### src/rtl/adc_pkg.sv
package adc_pkg;

    localparam int ADC_BITS     = 8;
    localparam int ADC_CHANNELS = 32;
    localparam int FN_W         = 16;

    typedef enum logic [1:0] {
        PH_IDLE = 2'd0,
        PH_RAMP = 2'd1,
        PH_READ = 2'd2,
        PH_DONE = 2'd3
    } phase_t;

    function automatic logic [FN_W-1:0] to_gray(input logic [FN_W-1:0] b);
        return b ^ (b >> 1);
    endfunction

    function automatic logic [FN_W-1:0] from_gray(input logic [FN_W-1:0] g);
        logic [FN_W-1:0] b;
        b[FN_W-1] = g[FN_W-1];
        for (int i = FN_W - 2; i >= 0; i--) begin
            b[i] = b[i+1] ^ g[i];
        end
        return b;
    endfunction

endpackage

### src/rtl/adc_gray_counter.sv
module adc_gray_counter
    import adc_pkg::*;
#(
    parameter int NBITS = ADC_BITS
) (
    input  logic             clk,
    input  logic             rst,
    input  logic             clear,
    input  logic             step,
    output logic [NBITS-1:0] gray_o,
    output logic             at_top_o
);
    localparam logic [NBITS-1:0] TOP_BIN = '1;

    logic [NBITS-1:0] gray_q;
    logic [NBITS-1:0] next_bin;

    always_comb begin
        next_bin = NBITS'(from_gray(FN_W'(gray_q))) + NBITS'(1);
    end

    always_ff @(posedge clk) begin
        if (rst || clear) begin
            gray_q <= '0;
        end else if (step) begin
            gray_q <= NBITS'(to_gray(FN_W'(next_bin)));
        end
    end

    assign gray_o   = gray_q;
    assign at_top_o = (gray_q == NBITS'(to_gray(FN_W'(TOP_BIN))));
endmodule

### src/rtl/adc_capture_bank.sv
module adc_capture_bank
    import adc_pkg::*;
#(
    parameter int NCH   = ADC_CHANNELS,
    parameter int NBITS = ADC_BITS
) (
    input  logic                      clk,
    input  logic                      rst,
    input  logic                      clear,
    input  logic                      window,
    input  logic                      closing,
    input  logic [NBITS-1:0]          gray_i,
    input  logic [NCH-1:0]            cmp_i,
    output logic [NCH-1:0][NBITS-1:0] codes_o
);
    for (genvar c = 0; c < NCH; c++) begin : g_chan
        logic             hit_q;
        logic [NBITS-1:0] code_q;

        always_ff @(posedge clk) begin
            if (rst) begin
                hit_q  <= 1'b0;
                code_q <= '0;
            end else if (clear) begin
                hit_q  <= 1'b0;
            end else if (window && !hit_q && (cmp_i[c] || closing)) begin
                hit_q  <= 1'b1;
                code_q <= gray_i;
            end
        end

        assign codes_o[c] = code_q;
    end
endmodule

### src/rtl/adc_sequencer.sv
module adc_sequencer
    import adc_pkg::*;
#(
    parameter int NCH = ADC_CHANNELS,
    localparam int CHW = (NCH > 1) ? $clog2(NCH) : 1
) (
    input  logic           clk,
    input  logic           rst,
    input  logic           start_i,
    input  logic           at_top_i,
    output phase_t         phase_o,
    output logic           begin_o,
    output logic [CHW-1:0] idx_o
);
    localparam logic [CHW-1:0] LAST_IDX = CHW'(NCH - 1);

    phase_t         phase_q;
    logic [CHW-1:0] idx_q;

    assign begin_o = (phase_q == PH_IDLE) && start_i;

    always_ff @(posedge clk) begin
        if (rst) begin
            phase_q <= PH_IDLE;
            idx_q   <= '0;
        end else begin
            unique case (phase_q)
                PH_IDLE: if (start_i) phase_q <= PH_RAMP;
                PH_RAMP: if (at_top_i) begin
                    phase_q <= PH_READ;
                    idx_q   <= '0;
                end
                PH_READ: begin
                    if (idx_q == LAST_IDX) begin
                        phase_q <= PH_DONE;
                        idx_q   <= '0;
                    end else begin
                        idx_q <= idx_q + CHW'(1);
                    end
                end
                PH_DONE: phase_q <= PH_IDLE;
                default: phase_q <= PH_IDLE;
            endcase
        end
    end

    assign phase_o = phase_q;
    assign idx_o   = idx_q;
endmodule

### src/rtl/ramp_adc_backend.sv
module ramp_adc_backend
    import adc_pkg::*;
#(
    parameter int NCH   = ADC_CHANNELS,
    parameter int NBITS = ADC_BITS,
    localparam int CHW  = (NCH > 1) ? $clog2(NCH) : 1
) (
    input  logic             clk,
    input  logic             rst,
    input  logic             start_i,
    input  logic [NCH-1:0]   cmp_i,
    output logic             ramp_en_o,
    output logic             rd_valid_o,
    output logic [CHW-1:0]   rd_chan_o,
    output logic [NBITS-1:0] rd_code_o,
    output logic             done_o
);
    phase_t                   phase;
    logic                     begin_conv;
    logic                     at_top;
    logic [CHW-1:0]           idx;
    logic [NBITS-1:0]         gray;
    logic [NCH-1:0][NBITS-1:0] codes;
    logic                     in_ramp;
    logic                     in_read;

    assign in_ramp = (phase == PH_RAMP);
    assign in_read = (phase == PH_READ);

    adc_sequencer #(.NCH(NCH)) u_seq (
        .clk      (clk),
        .rst      (rst),
        .start_i  (start_i),
        .at_top_i (at_top),
        .phase_o  (phase),
        .begin_o  (begin_conv),
        .idx_o    (idx)
    );

    adc_gray_counter #(.NBITS(NBITS)) u_cnt (
        .clk      (clk),
        .rst      (rst),
        .clear    (begin_conv),
        .step     (in_ramp),
        .gray_o   (gray),
        .at_top_o (at_top)
    );

    adc_capture_bank #(.NCH(NCH), .NBITS(NBITS)) u_bank (
        .clk     (clk),
        .rst     (rst),
        .clear   (begin_conv),
        .window  (in_ramp),
        .closing (at_top),
        .gray_i  (gray),
        .cmp_i   (cmp_i),
        .codes_o (codes)
    );

    assign ramp_en_o  = in_ramp;
    assign rd_valid_o = in_read;
    assign rd_chan_o  = in_read ? idx : '0;
    assign rd_code_o  = in_read ? NBITS'(from_gray(FN_W'(codes[idx]))) : '0;
    assign done_o     = (phase == PH_DONE);
endmodule

### config.mk
export PLATFORM = sky130hd
export DESIGN_NAME = ramp_adc_backend
export DESIGN_NICKNAME = d
export VERILOG_FILES = /design/src/rtl/adc_pkg.sv /design/src/rtl/adc_gray_counter.sv /design/src/rtl/adc_capture_bank.sv /design/src/rtl/adc_sequencer.sv /design/src/rtl/ramp_adc_backend.sv
export SDC_FILE = /design/constraint.sdc
export NUM_CORES = 1
export LEC_CHECK = 0
export BUFFER_PORTS_ARGS = -buffer_cell sky130_fd_sc_hd__clkbuf_2
export CAP_MARGIN = 15
export CORE_ASPECT_RATIO = 0.6
export CORE_MARGIN = 2
export CORE_UTILIZATION = 30
export DETAILED_ROUTE_END_ITERATION = 10
export PLACE_DENSITY = 0.56
export SLEW_MARGIN = 10
export SYNTH_ARGS = -nofsm -noshare
export SYNTH_HDL_FRONTEND = slang
export SYNTH_SLANG_ARGS = --single-unit
### constraint.sdc
create_clock -name clk -period 4.55 [get_ports clk]
set_input_delay 1.1375 -clock clk [delete_from_list [all_inputs] [get_ports clk]]
set_output_delay 1.1375 -clock clk [all_outputs]
set_load 0.02 [all_outputs]
==> reports/qor.yml, run 1 <==
initial_core_util_pct: 30.3
endpoint_kind: "output port"
clock_skew_ns: 0.0237
worstReg2RegEnd: "u_cnt.gray_o[4]$_SDFFE_PP0P_"
r2r_cells: 19
rsz0062_at_grt: "true"
hold_depth: 2
drtIter0Drc: 1188
critPathMaxFanout: 5
peakVddDrop_v: 0.000391
worstMarginPinSlew_ns: 0.966
slew_violations: 0
wire_per_inst_um: 18.2
final_common_cell: "nor2_1"
grt.total_usage_pct: 17.1
ys_types: 50
hold_start: "u_bank.g_chan[12].hit_q$_SDFFE_PP0P_"
finalSetupViolCount: 2
cts_inserted_buffers: 27
die_w_um: 279
reg2reg_from: "u_cnt.gray_o[6]$_SDFFE_PP0P_"
die_area_um2: 47000
placed_area_um2: 14500
fillers: 4556
grt_start_max_net_pins: 177
clk-insertion-delay-late_ns: 0.57
hold_violations: 0
holdBufCountCts: 0
crit_arrival_ns: 3.46
n_antenna_cell: 0
root_buffer: "clkbuf_16"
hpwlAfterDp_um: 27400
synth_top_area_share_pct: 44.7
final.min_clock_period_ns: 4.60
post-place-ws_ns: 0.141
p_int_mw: 4.81
synth_flop_cell: "dfxtp_1"
cp_data_required_time_ns: 3.41
grt_overflow: 0
port_buffers: 50
gp_congestion: 0.891
die_h_um: 169
share_seq_of_total_power_pct: 39.3
finalWorstSetupSlack_ns: -0.0477
synth_nets: 1661
synth-async-reset-ratio_pct: 0
core_um2: 44700
cts.sinks: 303
fmax_mhz: 218
htree_levels: 1
switching_share_pct: 34.6
setup.worst_path.class: "reg -> out"
outcome: "finished, violations left"
p_per_area_nw_per_um2: 466
hp-class: "reg -> reg"
grt_pass1_vias: 10400
synth_top_cell_by_area: "dfxtp_1"
holdPathEnd: "u_bank.g_chan[12].hit_q$_SDFFE_PP0P_"
power_leakage_nw: 5.86
combPwrFrac_pct: 29.0
ys_seq_area_share_pct: 44.7
synth_enable_flop_cells: 0
cts_tree: "yes"
via_per_inst: 5.06
drc_errors: 0
cts.clk_slew.worst_paths_ns: 0.07
r2r_slack_ns: 0.73
syn_avg_cell_area_um2: 8.42
final_cell_mix: "nor2_1, dfxtp_1, a21oi_1"
wl_um: 40900
power_frac_clock_pct: 31.7
timing.final.crit_share_pct: 101
num_rows: 60
syn-cell-area_um2: 13600
grt_pass1_wl_um: 62800
final_nets: 1694
design_area_um2: 15800
drtAntennaViolNets: 0
cap_violations: 0
ys_seq_elements: 303
total_power_mw: 7.35
routed-via-count: 11400
syn_inst: 1612
first_pass_iters: 5
start_kind: "flip-flop"
synth_area_leaders: "dfxtp_1, nor2_1, a21oi_1, mux4_2, mux2i_1"
ioPinCount: 51
ys_warn_count: 0
post-route-util_pct: 35.3
cts.path.max_buffers: 3
antenna_found_initial: 0
area_growth_pct: 16.2
slew_headroom_pct: 35.2
final_layout_size_suffix_gt1_share_pct: 17.1
violations: "negative setup slack"
p_switching_mw: 2.55
fin_hold_ws_ns: 0.445
## worst max path at each step
stage	from	end	slack, ns	depth (start not counted)
floorplan	u_seq.idx_o[1]$_SDFFE_PP0P_	rd_code_o[1]	0.53	9
global route	u_seq.idx_o[1]$_SDFFE_PP0P_	rd_code_o[1]	-0.18	11
finish	u_seq.idx_o[0]$_SDFFE_PP0P_	rd_code_o[1]	-0.05	10
CTS	u_seq.idx_o[0]$_SDFFE_PP0P_	rd_code_o[1]	-0.1	10
detailed placement	u_seq.idx_o[1]$_SDFFE_PP0P_	rd_code_o[1]	0.14	9
global placement	u_seq.idx_o[1]$_SDFFE_PP0P_	rd_code_o[1]	0.20	9
## per-layer routing
metal  wire length, um  global-route usage (%)  up-vias
met3              3810                    4.20       42
met1             20300                    26.5     5431
met2             16300                    24.0      433
met5                 0                       0        -
li1                  -                       -     5478
met4               529                    2.97        0
## sequential cells by signal, indices dropped and copies added (netlist names), named ones only
register,count
u_bank.g_chan.hit_q,32
u_bank.g_chan.code_q,256
u_cnt.gray_o,7
u_seq.phase_o,2
u_seq.idx_o,5
## critical path, stage by stage (launching register included)
cell     delay (ns)
dfxtp_4        0.42
buf_12         0.12
buf_12         0.10
mux4_4         0.64
a21oi_4        0.19
a21o_1         0.20
xnor2_2        0.14
xnor3_2        0.51
xor2_2         0.21
mux2i_1        0.21
buf_4          0.16
## area by class of cell
type	instances	area [um2]	area share, %
Inverter	52	195	1.24
Timing Repair Buffer	135	1040	6.58
Clock inverter	10	104	0.658
Clock buffer	37	763	4.84
Multi-Input combinational cell	1126	6860	43.5
Tap cell	589	737	4.67
Sequential cell	303	6080	38.5
## kinds of logic after synthesis
group	Yosys count	synth area share (%)
flip-flops	303	44.7
XOR/XNOR	21	1.46
AND/OR/NAND/NOR	596	17.2
AO/OA/AOI/OAI	372	14.4
multiplexers	123	14.9
adder cells (fa/ha/maj)	14	1.29
buffers and inverters	183	6.07
## metrics by stage
step	instances	TNS, ns
6_report	2252	-0.0497
5_1_grt	2252	-0.587
4_1_cts	2242	-0.239
3_5_place_dp	2183	0
3_3_place_gp	2183	0
2_1_floorplan	1612	0
## repair_timing
item,in CTS,in global routing
setup endpoints to repair,5,6
cloned,2,0
pin swaps,7,8
setup buffers,11,9
endpoints found under the hold margin,0,0
resized for setup,24,35
## synth_stat cells (2+ instances only)
library cell  count
buf_6             9
a22oi_1           4
mux2i_1          53
o21ai_0          38
a21oi_1         268
xnor2_1          16
a211oi_1          8
clkbuf_1        105
nand2b_1          5
nor3_1            9
nand4_1           2
nand2_1          13
xor2_1            4
buf_1             4
nor2b_1           5
inv_1            49
o21ai_1          32
mux4_4            5
mux4_1           12
nor4_1            2
and2_1            6
dfxtp_1         303
mux2_2           13
inv_2             2
buf_2             5
nor2_1          540
buf_12            2
ha_1             14
o221ai_1          8
nand3_1           7
o22ai_1           4
and3_1            2
a31oi_1           4
buf_4             4
mux4_2           40
## power groups by stage
stage               clock (mW)  sequential [mW]  combinational (mW)
floorplan                    0             2.91                1.38
global placement             0             2.95                1.95
detailed placement           0             2.96                1.98
CTS                       2.37             2.89                2.09
global route              2.49             2.90                2.33
finish                    2.33             2.89                2.13
(Power assumes the default switching activity.)
==> run 2: changes to the inputs <==
==> constraint.sdc (replaced) <==
create_clock -name clk -period 4.4 [get_ports clk]
set_input_delay 1.1 -clock clk [delete_from_list [all_inputs] [get_ports clk]]
set_output_delay 1.1 -clock clk [all_outputs]
set_load 0.02 [all_outputs]
==> run 2 against run 1 <==
Compared with the run above:
- final area increased by 1.2%
- first-iteration DRC count about the same
- clock power increased by 12%
- die area unchanged
- critical path depth decreased by 1
- the run still ends with negative setup slack left
- register-to-register slack got worse by 0.11 ns
- sequential share of layout area decreased by 0.44 points
- hold slack got worse by 0.0015 ns
- clock skew decreased by 0.0038 ns
- setup slack got worse by 0.12 ns
==> reports/qor.yml, run 2 (synthesized netlist as in run 1, its figures left out) <==
cts_tree: "yes"
drc_errors: 0
cts_inserted_buffers: 27
peakVddDrop_v: 0.000416
grt.total_usage_pct: 17.4
wl_um: 41200
final_nets: 1700
hpwlAfterDp_um: 27800
final_layout_size_suffix_gt1_share_pct: 17.7
finalSetupViolCount: 4
finalWorstSetupSlack_ns: -0.165
slew_headroom_pct: 21.6
port_buffers: 50
cap_violations: 0
setup.worst_path.class: "reg -> out"
grt_pass1_wl_um: 63200
via_per_inst: 5.06
worstPathCellList: "buf_6, mux4_4, a22oi_2, a22oi_2, xnor2_2, xnor3_2, xor2_4, mux2i_1, buf_4"
core_um2: 44700
gp_congestion: 0.929
hp-class: "reg -> reg"
worst_path_max_delay_cell: "mux4_4"
first_pass_iters: 5
worstMarginPinSlew_ns: 1.17
slew_violations: 0
drtIter0Drc: 1189
cts.sinks: 303
final.min_clock_period_ns: 4.56
grt_pass1_vias: 10300
clk-insertion-delay-late_ns: 0.56
n_antenna_cell: 0
crit_family: "XOR/XNOR gates"
placed_area_um2: 14500
largest_reg_flops: 256
num_rows: 60
cp_common_cell: "a22oi_2"
reg2reg_from: "u_cnt.gray_o[6]$_SDFFE_PP0P_"
die_h_um: 169
cts.clk_slew.worst_paths_ns: 0.07
final_cell_mix: "nor2_1, dfxtp_1, a21oi_1"
grt_overflow: 0
cp_data_required_time_ns: 3.30
drtAntennaViolNets: 0
fmax_mhz: 219
grt_start_max_net_pins: 157
clock_skew_ns: 0.0200
routed-via-count: 11400
outcome: "finished, violations left"
start_kind: "flip-flop"
critPathMaxFanout: 6
critPathMaxStageDelay_ns: 0.63
design_area_um2: 16000
initial_core_util_pct: 30.3
rsz0062_at_grt: "true"
crit_arrival_ns: 3.46
die_w_um: 279
endpoint_kind: "output port"
power_leakage_nw: 5.94
violations: "negative setup slack"
final_common_cell: "nor2_1"
timing.final.crit_share_pct: 104
htree_levels: 1
hold_start: "u_bank.g_chan[24].hit_q$_SDFFE_PP0P_"
top_register: "u_bank.g_chan.code_q"
ioPinCount: 51
crit_start: "u_seq.idx_o[1]$_SDFFE_PP0P_"
hold_violations: 0
die_area_um2: 47000
fillers: 4521
cts.path.max_buffers: 3
wire_per_inst_um: 18.3
setup_tns_ns: -0.385
antenna_found_initial: 0
critical_path_buf_inv_count: 2
root_buffer: "clkbuf_16"
p_per_area_nw_per_um2: 490
area_growth_pct: 17.6
-- run 2: cell count changes in the layout (fill, tap and decap cells not counted), moves of 2 or more --
cell | previous run | this run
nor3_2 | 2 | 4
clkbuf_8 | 6 | 8
clkinvlp_4 | 0 | 2
bufinv_16 | 2 | 4
nor3_1 | 7 | 5
o22ai_2 | 2 | 0
buf_4 | 72 | 74
o21ai_1 | 29 | 25
o21ai_2 | 5 | 9
buf_12 | 6 | 9
clkinv_2 | 7 | 1
-- run 2: final cells by class --
class,instances,area [um2],share of cell area (%)
Timing Repair Buffer,141,1110,6.93
Multi-Input combinational cell,1126,6880,43.1
Clock inverter,10,166,1.04
Clock buffer,38,798,5.00
Tap cell,589,737,4.62
Sequential cell,303,6080,38.1
Inverter,52,195,1.22
-- run 2: path summary, 6_finish.rpt --
path | cells past startpoint | slack (ns) | end
max | 9 | -0.16 | rd_code_o[1]
min | 2 | 0.44 | u_bank.g_chan[24].hit_q$_SDFFE_PP0P_
max reg2reg | 19 | 0.62 | u_cnt.gray_o[5]$_SDFFE_PP0P_
min reg2reg | 2 | 0.44 | u_bank.g_chan[24].hit_q$_SDFFE_PP0P_
-- run 2: where the power goes --
part / leakage [nW] / internal [mW] / total [mW] / switching, mW
logic: 3.02 / 0.770 / 2.23 / 1.46
registers: 2.45 / 2.89 / 2.99 / 0.100
clock network: 0.467 / 1.50 / 2.60 / 1.09
-- run 2: timing repair --
item	4_1_cts	5_1_grt
pin swaps	6	11
hold buffers	0	0
setup buffers	15	11
gates cloned	0	0
resized for setup	32	34
setup endpoints to repair	5	5
endpoints found under the hold margin	0	0
-- run 2: tightest hold or removal path: cells and delay by family (launching register included) --
kind | cells | cell delay (ns)
buf+inv | 1 | 0.04
compound gates | 1 | 0.05
flops | 1 | 0.31
-- run 2: through the flow --
stage                     instances  hold WS, ns  setup slack, ns  util, %  power [mW]
after floorplan                1612        0.426            0.420        -        4.44
after global placement         2182        0.433            0.180     32.4        5.07
after detailed placement       2183        0.437            0.152     32.4        5.11
after CTS                      2245        0.447           -0.196     35.1        7.79
after global routing           2259        0.467           -0.219     35.7        8.22
final                          2259        0.444           -0.165     35.7        7.82
-- run 2: layer usage --
metal | share of wire (%) | vias to the layer above | global-route usage [%]
met5 | 0 | - | 0
met4 | 2.0 | 0 | 4.39
met3 | 8.9 | 52 | 4.67
met2 | 39 | 403 | 23.0
met1 | 50 | 5457 | 27.2
li1 | - | 5508 | -
==> run 3: changes to the inputs <==
--- a/config.mk
+++ b/config.mk
@@ -11,7 +11,8 @@
 export CORE_MARGIN = 2
 export CORE_UTILIZATION = 30
 export DETAILED_ROUTE_END_ITERATION = 10
-export PLACE_DENSITY = 0.56
+export PLACE_DENSITY = 0.57
+export RECOVER_POWER = 100
 export SLEW_MARGIN = 10
 export SYNTH_ARGS = -nofsm -noshare
 export SYNTH_HDL_FRONTEND = slang
==> constraint.sdc (replaced) <==
create_clock -name clk -period 3.9 [get_ports clk]
set_input_delay 0.975 -clock clk [delete_from_list [all_inputs] [get_ports clk]]
set_output_delay 0.975 -clock clk [all_outputs]
set_load 0.02 [all_outputs]
==> run 3 against run 2 <==
Compared with the run above:
- the run ends with max-capacitance violations, max-slew violations, negative setup slack left
- global-route usage shrank 0.13 points
- largest power group unchanged
- wire length shrank 0.83%
- critical endpoint unchanged
- sequential share of layout area shrank 0.55 points
- non-clock buffer count grew 29
- final area grew 1.4%
- clock power grew 3%
- final cell count grew 1.3%
- via count grew 0.94%
==> reports/qor.yml, run 3 (synthesized netlist as in run 1, its figures left out) <==
final_cell_mix: "nor2_1, dfxtp_1, a21oi_1"
hold_start: "u_bank.g_chan[12].hit_q$_SDFFE_PP0P_"
critPathMaxFanout: 5
wl_um: 40900
setup.worst_path.class: "reg -> out"
cts.sinks: 303
holdPathEnd: "u_bank.g_chan[12].hit_q$_SDFFE_PP0P_"
placed_area_um2: 14700
grt_start_max_net_pins: 233
hpwlAfterDp_um: 27300
antenna_found_initial: 0
crit_arrival_ns: 3.46
r2r_slack_ns: 0.24
hold_violations: 0
cp_common_cell: "buf_6"
final.min_clock_period_ns: 4.44
cts_inserted_buffers: 27
area_growth_pct: 19.2
n_antenna_cell: 0
p_per_area_nw_per_um2: 536
outcome: "finished, violations left"
slew_violations: 37
total_power_mw: 8.67
grt_pass1_wl_um: 63400
final_common_cell: "nor2_1"
violations: "max-capacitance violations, max-slew violations, negative setup slack"
r2r_cells: 19
die_h_um: 169
worstReg2RegEnd: "u_cnt.gray_o[4]$_SDFFE_PP0P_"
final_layout_size_suffix_gt1_share_pct: 19.7
p_switching_mw: 3.00
finalWorstSetupSlack_ns: -0.538
wire_per_inst_um: 17.9
routed-via-count: 11500
drtAntennaViolNets: 0
critPathMaxStageDelay_ns: 0.64
crit_family: "multiplexers"
grt_pass1_vias: 10400
power_frac_clock_pct: 31.0
peakVddDrop_v: 0.000404
post-place-ws_ns: -0.146
hp-class: "reg -> reg"
reg2reg_from: "u_cnt.gray_o[6]$_SDFFE_PP0P_"
gp_congestion: 0.883
worst_path_max_delay_cell: "mux4_4"
first_pass_iters: 5
initial_core_util_pct: 30.3
share_seq_of_total_power_pct: 38.9
root_buffer: "clkbuf_16"
drtIter0Drc: 1214
cts.clk_slew.worst_paths_ns: 0.07
port_buffers: 50
core_um2: 44700
top_register: "u_bank.g_chan.code_q"
fmax_mhz: 225
final_nets: 1729
finalSetupViolCount: 6
ioPinCount: 51
via_per_inst: 5.04
timing.final.crit_share_pct: 114
cap_violations: 1
rsz0062_at_grt: "true"
grt_overflow: 0
largest_reg_flops: 256
die_w_um: 279
worstPathCellList: "buf_6, buf_6, mux4_4, a21oi_4, a21o_1, xnor2_2, xnor3_2, xor2_2, mux2i_1, buf_4"
start_kind: "flip-flop"
slew_headroom_pct: -23.6
htree_levels: 1
endpoint_kind: "output port"
grt.total_usage_pct: 17.3
clk-insertion-delay-late_ns: 0.56
design_area_um2: 16200
cts.path.max_buffers: 3
drc_errors: 0
p_int_mw: 5.68
power_leakage_nw: 6.10
die_area_um2: 47000
critical_path_buf_inv_count: 3
hold_depth: 2
clock_skew_ns: 0.0151
combPwrFrac_pct: 30.1
cp_data_required_time_ns: 2.92
worstMarginPinSlew_ns: 1.85
cts_tree: "yes"
switching_share_pct: 34.5
num_rows: 60
## run 3: changes by cell type in the layout (fill, tap and decap cells not counted), sizes merged
cell and delta:
buf +30, clkbuf -3, bufinv -3, inv -1, clkinv +7
## run 3: repair_timing
item,4_1_cts,5_1_grt
pin swaps,16,14
hold buffers,0,0
resized for setup,72,24
setup endpoints to repair,6,11
buffers inserted,22,13
## run 3: metal layers
metal,vias up,share of wire [%],global-route usage [%]
met5,-,0,0
met4,0,1.2,2.59
met2,395,40,24.4
met1,5546,51,27.6
li1,5548,-,-
met3,38,7.7,2.69
## run 3: worst max path at each step
stage / start / end / slack [ns] / cells after the start
after floorplan: u_seq.idx_o[1]$_SDFFE_PP0P_ / rd_code_o[1] / 0.05 / 9
after global placement: u_seq.idx_o[1]$_SDFFE_PP0P_ / rd_code_o[1] / -0.12 / 10
after detailed placement: u_seq.idx_o[1]$_SDFFE_PP0P_ / rd_code_o[1] / -0.15 / 11
after CTS: u_seq.idx_o[0]$_SDFFE_PP0P_ / rd_code_o[1] / -0.53 / 10
after global routing: u_seq.idx_o[1]$_SDFFE_PP0P_ / rd_code_o[1] / -0.63 / 10
final: u_seq.idx_o[0]$_SDFFE_PP0P_ / rd_code_o[1] / -0.54 / 10
## run 3: per-stage QoR
| stage | hold slack (ns) | cells | utilization (%) | TNS (ns) |
|---|---|---|---|---|
| final | 0.444 | 2289 | 36.2 | -2.21 |
| after global placement | 0.433 | 2210 | 32.8 | -0.212 |
| after CTS | 0.448 | 2278 | 35.8 | -2.25 |
| after detailed placement | 0.437 | 2210 | 32.8 | -0.242 |
| after global routing | 0.463 | 2289 | 36.2 | -4.04 |
| after floorplan | 0.426 | 1612 | - | 0 |
## run 3: worst reg2reg max path: stages, from the launching register on
cell	delay, ns
dfxtp_1	0.33
inv_1	0.05
ha_1	0.27
inv_1	0.07
ha_1	0.28
inv_1	0.07
ha_1	0.28
inv_1	0.06
ha_1	0.30
inv_1	0.08
ha_4	0.28
inv_1	0.04
ha_1	0.28
inv_1	0.05
ha_1	0.30
nor2b_4	0.18
nand2_1	0.12
xnor2_2	0.22
xnor2_1	0.10
a211oi_1	0.23
## run 3: power groups by stage
stage | clock network [mW] | logic, mW | registers (mW)
final | 2.69 | 2.61 | 3.37
after global routing | 2.88 | 2.85 | 3.39
after CTS | 2.75 | 2.47 | 3.37
after detailed placement | 0 | 2.35 | 3.45
after global placement | 0 | 2.32 | 3.44
after floorplan | 0 | 1.61 | 3.39
## run 3: cell type report
cell class / count / area (um2)
repair buffers: 170 / 1330
fillers: 4497 / 28600
clock buffers: 36 / 779
inverters: 52 / 195
well taps: 589 / 737
flip-flops and latches: 303 / 6080
clock inverters: 13 / 98.8
multi-input cells: 1126 / 6970
